**src/rtl/pwrup_pkg.sv**
```systemverilog
// Package: shared constants, state type and write-command type for the
// core power-up sequencer. Assumes 32-bit control words; field positions
// are fixed because the downstream power logic decodes them.
package pwrup_pkg;

    localparam int WORD_W = 32;

    // Power-gate word field positions
    localparam int GATE_EN_BIT  = 0;
    localparam int SEG_LSB      = 1;
    localparam int LDO_PD_LSB   = 8;
    localparam int LDO_BYP_LSB  = 16;
    localparam int HS_CNT_LSB   = 24;
    localparam int FIELD6_W     = 6;
    localparam int HS_CNT_W     = 8;

    localparam logic [HS_CNT_W-1:0] HS_CNT_VAL = 8'd64;
    localparam logic [FIELD6_W-1:0] ALL6       = 6'h3f;

    // Core power-control word bit positions
    localparam int CTL_CLAMP_BIT = 0;
    localparam int CTL_RST_BIT   = 1;
    localparam int CTL_PWRUP_BIT = 2;

    // Shared L2 voltage-control setting
    localparam logic [WORD_W-1:0] L2_VCTL_VAL = 32'h0001_0003;

    // Output channels
    localparam int N_CH = 3;
    localparam int CH_W = 2;
    localparam logic [CH_W-1:0] CH_GATE = 2'd0;
    localparam logic [CH_W-1:0] CH_L2   = 2'd1;
    localparam logic [CH_W-1:0] CH_CPU  = 2'd2;

    typedef enum logic [3:0] {
        S_IDLE,
        S_GATE_EN,
        S_GATE_EN_WT,
        S_GATE_SEG,
        S_GATE_SEG_WT,
        S_GATE_BYP,
        S_L2_SET,
        S_L2_WT,
        S_RST_CLAMP,
        S_RST_CLAMP_WT,
        S_CLAMP_REL,
        S_CLAMP_REL_WT,
        S_RST_REL,
        S_PWR_UP
    } seq_state_e;

    typedef struct packed {
        logic              vld;
        logic [CH_W-1:0]   ch;
        logic [WORD_W-1:0] val;
    } wr_cmd_t;

    // Builds the cumulative power-gate word for a given bring-up stage.
    function automatic logic [WORD_W-1:0] gate_word(input logic seg_on,
                                                    input logic byp_on);
        logic [WORD_W-1:0] w;
        w = '0;
        w[GATE_EN_BIT]                = 1'b1;
        w[HS_CNT_LSB +: HS_CNT_W]     = HS_CNT_VAL;
        w[LDO_PD_LSB +: FIELD6_W]     = ALL6;
        if (seg_on) w[SEG_LSB +: FIELD6_W]     = ALL6;
        if (byp_on) w[LDO_BYP_LSB +: FIELD6_W] = ALL6;
        return w;
    endfunction

    // Builds the core power-control word from its three flags.
    function automatic logic [WORD_W-1:0] cpu_word(input logic clamp,
                                                   input logic rst,
                                                   input logic pwrup);
        logic [WORD_W-1:0] w;
        w = '0;
        w[CTL_CLAMP_BIT] = clamp;
        w[CTL_RST_BIT]   = rst;
        w[CTL_PWRUP_BIT] = pwrup;
        return w;
    endfunction

endpackage

```
**src/rtl/pwrup_settle_timer.sv**
```systemverilog
// Module: settle-interval down-counter. Loaded with N, it reports expiry
// N+1 cycles later and then holds at zero. Assumes a load is never issued
// in the same cycle as the expiry is consumed by a state that ignores it.
module pwrup_settle_timer #(
    parameter int CNT_W = 8
) (
    input  logic             clk,
    input  logic             rst_n,
    input  logic             load_i,
    input  logic [CNT_W-1:0] load_val_i,
    output logic             expired_o
);

    logic [CNT_W-1:0] cnt_q;

    // Purpose: load on request, otherwise count down to zero and stop.
    always_ff @(posedge clk) begin
        if (!rst_n) begin
            cnt_q <= '0;
        end else if (load_i) begin
            cnt_q <= load_val_i;
        end else if (cnt_q != '0) begin
            cnt_q <= cnt_q - 1'b1;
        end
    end

    assign expired_o = (cnt_q == '0);

endmodule

```
**src/rtl/pwrup_step_fsm.sv**
```systemverilog
// Module: bring-up step controller. Walks the fixed write order, emits one
// write command per write state, loads the settle timer on entry to each
// wait, and produces busy, done and the latched core index.
// Assumes UNIT_CYC * every settle unit count is at least 2.
module pwrup_step_fsm
    import pwrup_pkg::*;
#(
    parameter int CORE_IDX_W     = 2,
    parameter int UNIT_CYC       = 100,
    parameter int GATE_SETTLE_U  = 1,
    parameter int L2_SETTLE_U    = 50,
    parameter int CLAMP_SETTLE_U = 2,
    parameter int CNT_W          = 13
) (
    input  logic                  clk,
    input  logic                  rst_n,
    input  logic                  start_i,
    input  logic [CORE_IDX_W-1:0] core_idx_i,
    input  logic                  tmr_expired_i,
    output logic                  tmr_load_o,
    output logic [CNT_W-1:0]      tmr_val_o,
    output wr_cmd_t               cmd_o,
    output logic                  busy_o,
    output logic                  done_o,
    output logic [CORE_IDX_W-1:0] core_sel_o
);

    // Wait state lasts val+1 cycles; the write state before it and the
    // registered strobe add one more, so val = interval - 2.
    localparam logic [CNT_W-1:0] GATE_WAIT  = CNT_W'(GATE_SETTLE_U  * UNIT_CYC - 2);
    localparam logic [CNT_W-1:0] L2_WAIT    = CNT_W'(L2_SETTLE_U    * UNIT_CYC - 2);
    localparam logic [CNT_W-1:0] CLAMP_WAIT = CNT_W'(CLAMP_SETTLE_U * UNIT_CYC - 2);

    seq_state_e state_q, state_d;
    logic       accept;
    logic       boot_req;

    assign accept   = (state_q == S_IDLE) && start_i && (core_idx_i != '0);
    assign boot_req = (state_q == S_IDLE) && start_i && (core_idx_i == '0);

    // Purpose: choose the next state and the write and timer actions of this one.
    always_comb begin
        state_d    = state_q;
        cmd_o      = '0;
        tmr_load_o = 1'b0;
        tmr_val_o  = '0;
        unique case (state_q)
            S_IDLE: begin
                if (accept) state_d = S_GATE_EN;
            end
            S_GATE_EN: begin
                cmd_o      = '{vld: 1'b1, ch: CH_GATE, val: gate_word(1'b0, 1'b0)};
                tmr_load_o = 1'b1;
                tmr_val_o  = GATE_WAIT;
                state_d    = S_GATE_EN_WT;
            end
            S_GATE_EN_WT: begin
                if (tmr_expired_i) state_d = S_GATE_SEG;
            end
            S_GATE_SEG: begin
                cmd_o      = '{vld: 1'b1, ch: CH_GATE, val: gate_word(1'b1, 1'b0)};
                tmr_load_o = 1'b1;
                tmr_val_o  = GATE_WAIT;
                state_d    = S_GATE_SEG_WT;
            end
            S_GATE_SEG_WT: begin
                if (tmr_expired_i) state_d = S_GATE_BYP;
            end
            S_GATE_BYP: begin
                cmd_o   = '{vld: 1'b1, ch: CH_GATE, val: gate_word(1'b1, 1'b1)};
                state_d = S_L2_SET;
            end
            S_L2_SET: begin
                cmd_o      = '{vld: 1'b1, ch: CH_L2, val: L2_VCTL_VAL};
                tmr_load_o = 1'b1;
                tmr_val_o  = L2_WAIT;
                state_d    = S_L2_WT;
            end
            S_L2_WT: begin
                if (tmr_expired_i) state_d = S_RST_CLAMP;
            end
            S_RST_CLAMP: begin
                cmd_o      = '{vld: 1'b1, ch: CH_CPU, val: cpu_word(1'b1, 1'b1, 1'b0)};
                tmr_load_o = 1'b1;
                tmr_val_o  = CLAMP_WAIT;
                state_d    = S_RST_CLAMP_WT;
            end
            S_RST_CLAMP_WT: begin
                if (tmr_expired_i) state_d = S_CLAMP_REL;
            end
            S_CLAMP_REL: begin
                cmd_o      = '{vld: 1'b1, ch: CH_CPU, val: cpu_word(1'b0, 1'b1, 1'b0)};
                tmr_load_o = 1'b1;
                tmr_val_o  = CLAMP_WAIT;
                state_d    = S_CLAMP_REL_WT;
            end
            S_CLAMP_REL_WT: begin
                if (tmr_expired_i) state_d = S_RST_REL;
            end
            S_RST_REL: begin
                cmd_o   = '{vld: 1'b1, ch: CH_CPU, val: cpu_word(1'b0, 1'b0, 1'b0)};
                state_d = S_PWR_UP;
            end
            S_PWR_UP: begin
                cmd_o   = '{vld: 1'b1, ch: CH_CPU, val: cpu_word(1'b0, 1'b0, 1'b1)};
                state_d = S_IDLE;
            end
            default: state_d = S_IDLE;
        endcase
    end

    // Purpose: hold the state and the registered busy, done and core index.
    always_ff @(posedge clk) begin
        if (!rst_n) begin
            state_q    <= S_IDLE;
            busy_o     <= 1'b0;
            done_o     <= 1'b0;
            core_sel_o <= '0;
        end else begin
            state_q <= state_d;
            done_o  <= boot_req || (state_q == S_PWR_UP);
            if (accept) begin
                busy_o     <= 1'b1;
                core_sel_o <= core_idx_i;
            end else if (state_q == S_PWR_UP) begin
                busy_o <= 1'b0;
            end
        end
    end

endmodule

```
**src/rtl/pwrup_ctl_regs.sv**
```systemverilog
// Module: output register bank. One word register and one strobe per
// channel; a valid command updates the addressed word and pulses its
// strobe for exactly one cycle. Assumes at most one command per cycle.
module pwrup_ctl_regs
    import pwrup_pkg::*;
(
    input  logic                         clk,
    input  logic                         rst_n,
    input  wr_cmd_t                      cmd_i,
    output logic [N_CH-1:0][WORD_W-1:0]  word_o,
    output logic [N_CH-1:0]              stb_o
);

    for (genvar g = 0; g < N_CH; g++) begin : g_ch
        logic [WORD_W-1:0] word_q;
        logic              stb_q;
        logic              hit;

        assign hit = cmd_i.vld && (cmd_i.ch == CH_W'(g));

        // Purpose: capture the word and raise the strobe when addressed.
        always_ff @(posedge clk) begin
            if (!rst_n) begin
                word_q <= '0;
                stb_q  <= 1'b0;
            end else begin
                stb_q <= hit;
                if (hit) word_q <= cmd_i.val;
            end
        end

        assign word_o[g] = word_q;
        assign stb_o[g]  = stb_q;
    end

endmodule

```
**src/rtl/core_pwrup_seq.sv**
```systemverilog
// Module: top of the core power-up sequencer. Connects the step controller,
// the settle timer and the output register bank. Assumes UNIT_CYC >= 2 and
// that all settle unit counts are at least 1.
module core_pwrup_seq
    import pwrup_pkg::*;
#(
    parameter int CORE_IDX_W     = 2,
    parameter int UNIT_CYC       = 100,
    parameter int GATE_SETTLE_U  = 1,
    parameter int L2_SETTLE_U    = 50,
    parameter int CLAMP_SETTLE_U = 2
) (
    input  logic                  clk,
    input  logic                  rst_n,
    input  logic                  start_i,
    input  logic [CORE_IDX_W-1:0] core_idx_i,
    output logic                  busy_o,
    output logic                  done_o,
    output logic [CORE_IDX_W-1:0] core_sel_o,
    output logic [31:0]           gate_word_o,
    output logic                  gate_wr_o,
    output logic [31:0]           l2_vctl_o,
    output logic                  l2_wr_o,
    output logic [31:0]           cpu_ctl_o,
    output logic                  cpu_ctl_wr_o
);

    localparam int MAX_U_A  = (GATE_SETTLE_U > CLAMP_SETTLE_U) ? GATE_SETTLE_U : CLAMP_SETTLE_U;
    localparam int MAX_U    = (L2_SETTLE_U > MAX_U_A) ? L2_SETTLE_U : MAX_U_A;
    localparam int MAX_WAIT = MAX_U * UNIT_CYC;
    localparam int CNT_W    = $clog2(MAX_WAIT + 1);

    logic                        tmr_load;
    logic [CNT_W-1:0]            tmr_val;
    logic                        tmr_expired;
    wr_cmd_t                     cmd;
    logic [N_CH-1:0][WORD_W-1:0] words;
    logic [N_CH-1:0]             stbs;

    pwrup_step_fsm #(
        .CORE_IDX_W    (CORE_IDX_W),
        .UNIT_CYC      (UNIT_CYC),
        .GATE_SETTLE_U (GATE_SETTLE_U),
        .L2_SETTLE_U   (L2_SETTLE_U),
        .CLAMP_SETTLE_U(CLAMP_SETTLE_U),
        .CNT_W         (CNT_W)
    ) u_fsm (
        .clk          (clk),
        .rst_n        (rst_n),
        .start_i      (start_i),
        .core_idx_i   (core_idx_i),
        .tmr_expired_i(tmr_expired),
        .tmr_load_o   (tmr_load),
        .tmr_val_o    (tmr_val),
        .cmd_o        (cmd),
        .busy_o       (busy_o),
        .done_o       (done_o),
        .core_sel_o   (core_sel_o)
    );

    pwrup_settle_timer #(
        .CNT_W(CNT_W)
    ) u_timer (
        .clk       (clk),
        .rst_n     (rst_n),
        .load_i    (tmr_load),
        .load_val_i(tmr_val),
        .expired_o (tmr_expired)
    );

    pwrup_ctl_regs u_regs (
        .clk   (clk),
        .rst_n (rst_n),
        .cmd_i (cmd),
        .word_o(words),
        .stb_o (stbs)
    );

    assign gate_word_o  = words[CH_GATE];
    assign gate_wr_o    = stbs[CH_GATE];
    assign l2_vctl_o    = words[CH_L2];
    assign l2_wr_o      = stbs[CH_L2];
    assign cpu_ctl_o    = words[CH_CPU];
    assign cpu_ctl_wr_o = stbs[CH_CPU];

endmodule

```
**config.mk**
```make
export PLATFORM = sky130hd
export DESIGN_NAME = core_pwrup_seq
export DESIGN_NICKNAME = d
export VERILOG_FILES = /design/src/rtl/pwrup_pkg.sv /design/src/rtl/pwrup_settle_timer.sv /design/src/rtl/pwrup_step_fsm.sv /design/src/rtl/pwrup_ctl_regs.sv /design/src/rtl/core_pwrup_seq.sv
export SDC_FILE = /design/constraint.sdc
export NUM_CORES = 1
export LEC_CHECK = 0
export BUFFER_PORTS_ARGS = -buffer_cell sky130_fd_sc_hd__clkbuf_2
export CAP_MARGIN = 20
export CORE_UTILIZATION = 60
export CTS_CLUSTER_DIAMETER = 200
export DETAILED_ROUTE_END_ITERATION = 8
export PLACE_DENSITY = 0.86
export SYNTH_ARGS = -nofsm -noshare
export SYNTH_HDL_FRONTEND = slang
export SYNTH_HIERARCHICAL = 1
export SYNTH_SLANG_ARGS = --single-unit
```
**constraint.sdc**
```tcl
create_clock -name clk -period 7.1 [get_ports clk]
set_clock_uncertainty 0.2 [all_clocks]
set_input_delay 1.065 -clock clk [delete_from_list [all_inputs] [get_ports clk]]
set_output_delay 1.065 -clock clk [all_outputs]
set_load 0.01 [all_outputs]
```
==> qor.csv <==
stage;metric;value;unit
synth;synth_enable_flop_cells;0;
setup_path;crit_arrival;3.56;ns
cts;max-clock-path-buffers;2;
drt;antenna_left;0;
cells_and_area;seq_area;2400;um^2
cts;cts_setup_buffers;0;
cts;clkTransAtPathRegs;0.06;ns
placed_design;port_buffers;107;
placed_design;dp.cells;729;
sta;finalHoldViolations;0;
cells_and_area;final_common_cell;nand2_1;
cts;cts_root_buf;clkbuf_8;
cts;hold_buffers;0;
floorplan;die_area;9450;um^2
synth;synth_flop_cell;dfxtp_1;
synth;ys_seq_area_frac;0.442;
drt;drtIter0Drc;242;
placed_design;place_hpwl;7750;um
drt;wl;12500;um
grt;grt_util_all_layers;0.268;
grt;grt_max_degree;82;
synth;synth_top_area_share;0.442;
drt;route.detailed.drc;0;
flow_run;drv_cap;0;
cells_and_area;multi_input_area;2480;um^2
sta;setup_viol_count_final;0;
cells_and_area;nFillCells;615;
pwr;leakage;3.01;nW
grt;antenna_found_initial;0;
placed_design;gp_congestion;0.854;
drt;via_count;4259;
sta;relSlewSlack;0.333;
pwr;ir_drop;186;uV
cells_and_area;fin_area;6270;um^2
synth;yosys.cell_types.count;55;
cells_and_area;nNetsFinal;647;
sta;fin_crit_sh;0.468;
cts;htree_levels;4;
cells_and_area;final_cell_mix;nand2_1 (142), dfxtp_1 (120), clkbuf_2 (106);
cells_and_area;finalNonFillerCells;761;
grt;grt_overflow_total;0;
cells_and_area;area_delta_synth_final;15.3;%
cts;clk_latency;0.51;ns
cts;cts_buffers;17;
placed_design;place_area;5620;um^2
setup_path;worst-setup-path-type;reg2reg;
synth;ys_warn_count;6;
drt;post_drt_wl_per_cell;16.4;um
synth;syn_inst;571;
worst_hold_path;worstHoldPathType;reg2reg;
sta;fin_crit;3.32;ns
sta;fmax;301;MHz
floorplan;initial_core_util;0.620;
cts;ctsResizeCount;0;
sta;rsz0062_at_grt;no;
floorplan;die_w;97.2;um
synth;synthTopCellsByArea;dfxtp_1 (44%), mux2i_1 (18%), nand2_1 (9.8%);
synth;syn-cell-area;5440;um^2
floorplan;core;8760;um^2
synth;ys_ff_latch;120;
cells_and_area;fin_util;0.715;
cells_and_area;drive_gt1_frac;0.239;
grt;first_global_vias;4084;
setup_path;startpoint_type;flip-flop;
pwr;powerDensity;331;nW/um^2
cells_and_area;antennaDiodeCount;0;
synth;avgSynthCellArea;9.52;um^2
floorplan;io_pins;108;
outcome;status;finished, final reports clean;
drt;via_per_inst;5.60;
floorplan;die_h;97.2;um
sta;maxSlewViolCount;0;
synth;synthArstFlopShare;0;
setup_path;worstSetupEndpointType;flip-flop;
setup_path;required;7.33;ns
synth;synth.largest_area_cell;dfxtp_1;
drt;dr.pass1.iters;5;
cts;cts_sinks;120;
floorplan;rows;34;
sta;tns;0;ns
grt;grt_first_pass_wirelength;20100;um
setup_path;cp_max_fo;24;
sta;tightest_slew;0.994;ns
cts;cts_tree;built;
[layout make-up]
type / instances / area share
flip-flops and latches: 120 / 0.383
clock inverters: 12 / 0.0315
multi-input cells: 382 / 0.396
inverters: 7 / 0.00419
clock buffers: 20 / 0.0711
well taps: 108 / 0.0216
repair buffers: 112 / 0.0919
[Yosys cell counts (3+ instances only)]
cell / instances
nand2b_1: 4
nand2_1: 142
dfxtp_1: 120
nor3b_1: 4
mux2i_1: 99
o22ai_1: 3
buf_8: 6
buf_4: 42
and3_1: 3
o21ai_0: 11
buf_2: 16
xnor2_1: 7
nor3_1: 6
nor2_1: 14
o31ai_1: 6
a21boi_0: 5
nand3b_1: 3
nand3_1: 6
clkbuf_1: 6
buf_6: 7
inv_1: 7
o21a_1: 5
a21oi_1: 6
[final timing paths]
kind / from / to / slack [ns] / cells past startpoint
setup / recovery: u_fsm/state_q[2] / u_regs/g_ch[2].word_q[31] / 3.78 / 5
hold reg to reg: u_fsm/core_sel_o[0] / u_fsm/core_sel_o[0] / 0.26 / 2
hold / removal: u_fsm/core_sel_o[0] / u_fsm/core_sel_o[0] / 0.26 / 2
setup reg to reg: u_fsm/state_q[2] / u_regs/g_ch[2].word_q[31] / 3.78 / 5
[stage by stage]
stage | worst slack (ns) | total power, mW | hold WS [ns]
finish | 3.78 | 2.08 | 0.259
global route | 3.62 | 2.15 | 0.277
CTS | 3.84 | 2.08 | 0.264
detailed placement | 3.96 | 1.14 | 0.249
global placement | 4.04 | 1.13 | 0.244
floorplan | 4.83 | 1.10 | 0.274
[state kept, by name (all words and copies together), names as in the netlist]
signal / count
u_regs/g_ch.word_q: 96
u_fsm/busy_o: 1
u_fsm/done_o: 1
u_fsm/state_q: 4
u_timer/cnt_q: 13
u_fsm/core_sel_o: 2
u_regs/g_ch.stb_q: 3
[kinds of logic after synthesis]
family,synth area share
adders and majority gates,0.00460
other,0.000690
xor gates and xnor gates,0.0129
DFF,0.442
muxes,0.184
and+or+nand+nor,0.175
buffers and inverters,0.113
AOI/OAI and AO/OA,0.0667
[critical path, stage by stage, from the launching register on]
cell	delay, ns
dfxtp_1	0.85
nand2_4	0.17
nor3_1	0.67
nand3b_1	0.57
buf_4	0.51
mux2i_1	0.27
[report_power, final]
group | internal, mW | leakage [nW] | switching [mW] | total (mW)
Combinational | 0.167 | 1.73 | 0.212 | 0.380
Clock | 0.623 | 0.311 | 0.303 | 0.926
Sequential | 0.718 | 0.971 | 0.0521 | 0.770
[per-layer routing]
metal  track usage  vias up  wire length [um]
met1         0.317     2051              5150
met2         0.459      168              6390
met3        0.0827       16               756
met5             0        -                 0
li1              -     2024                 -
met4        0.0907        0               167
(Power assumes the default switching activity.)
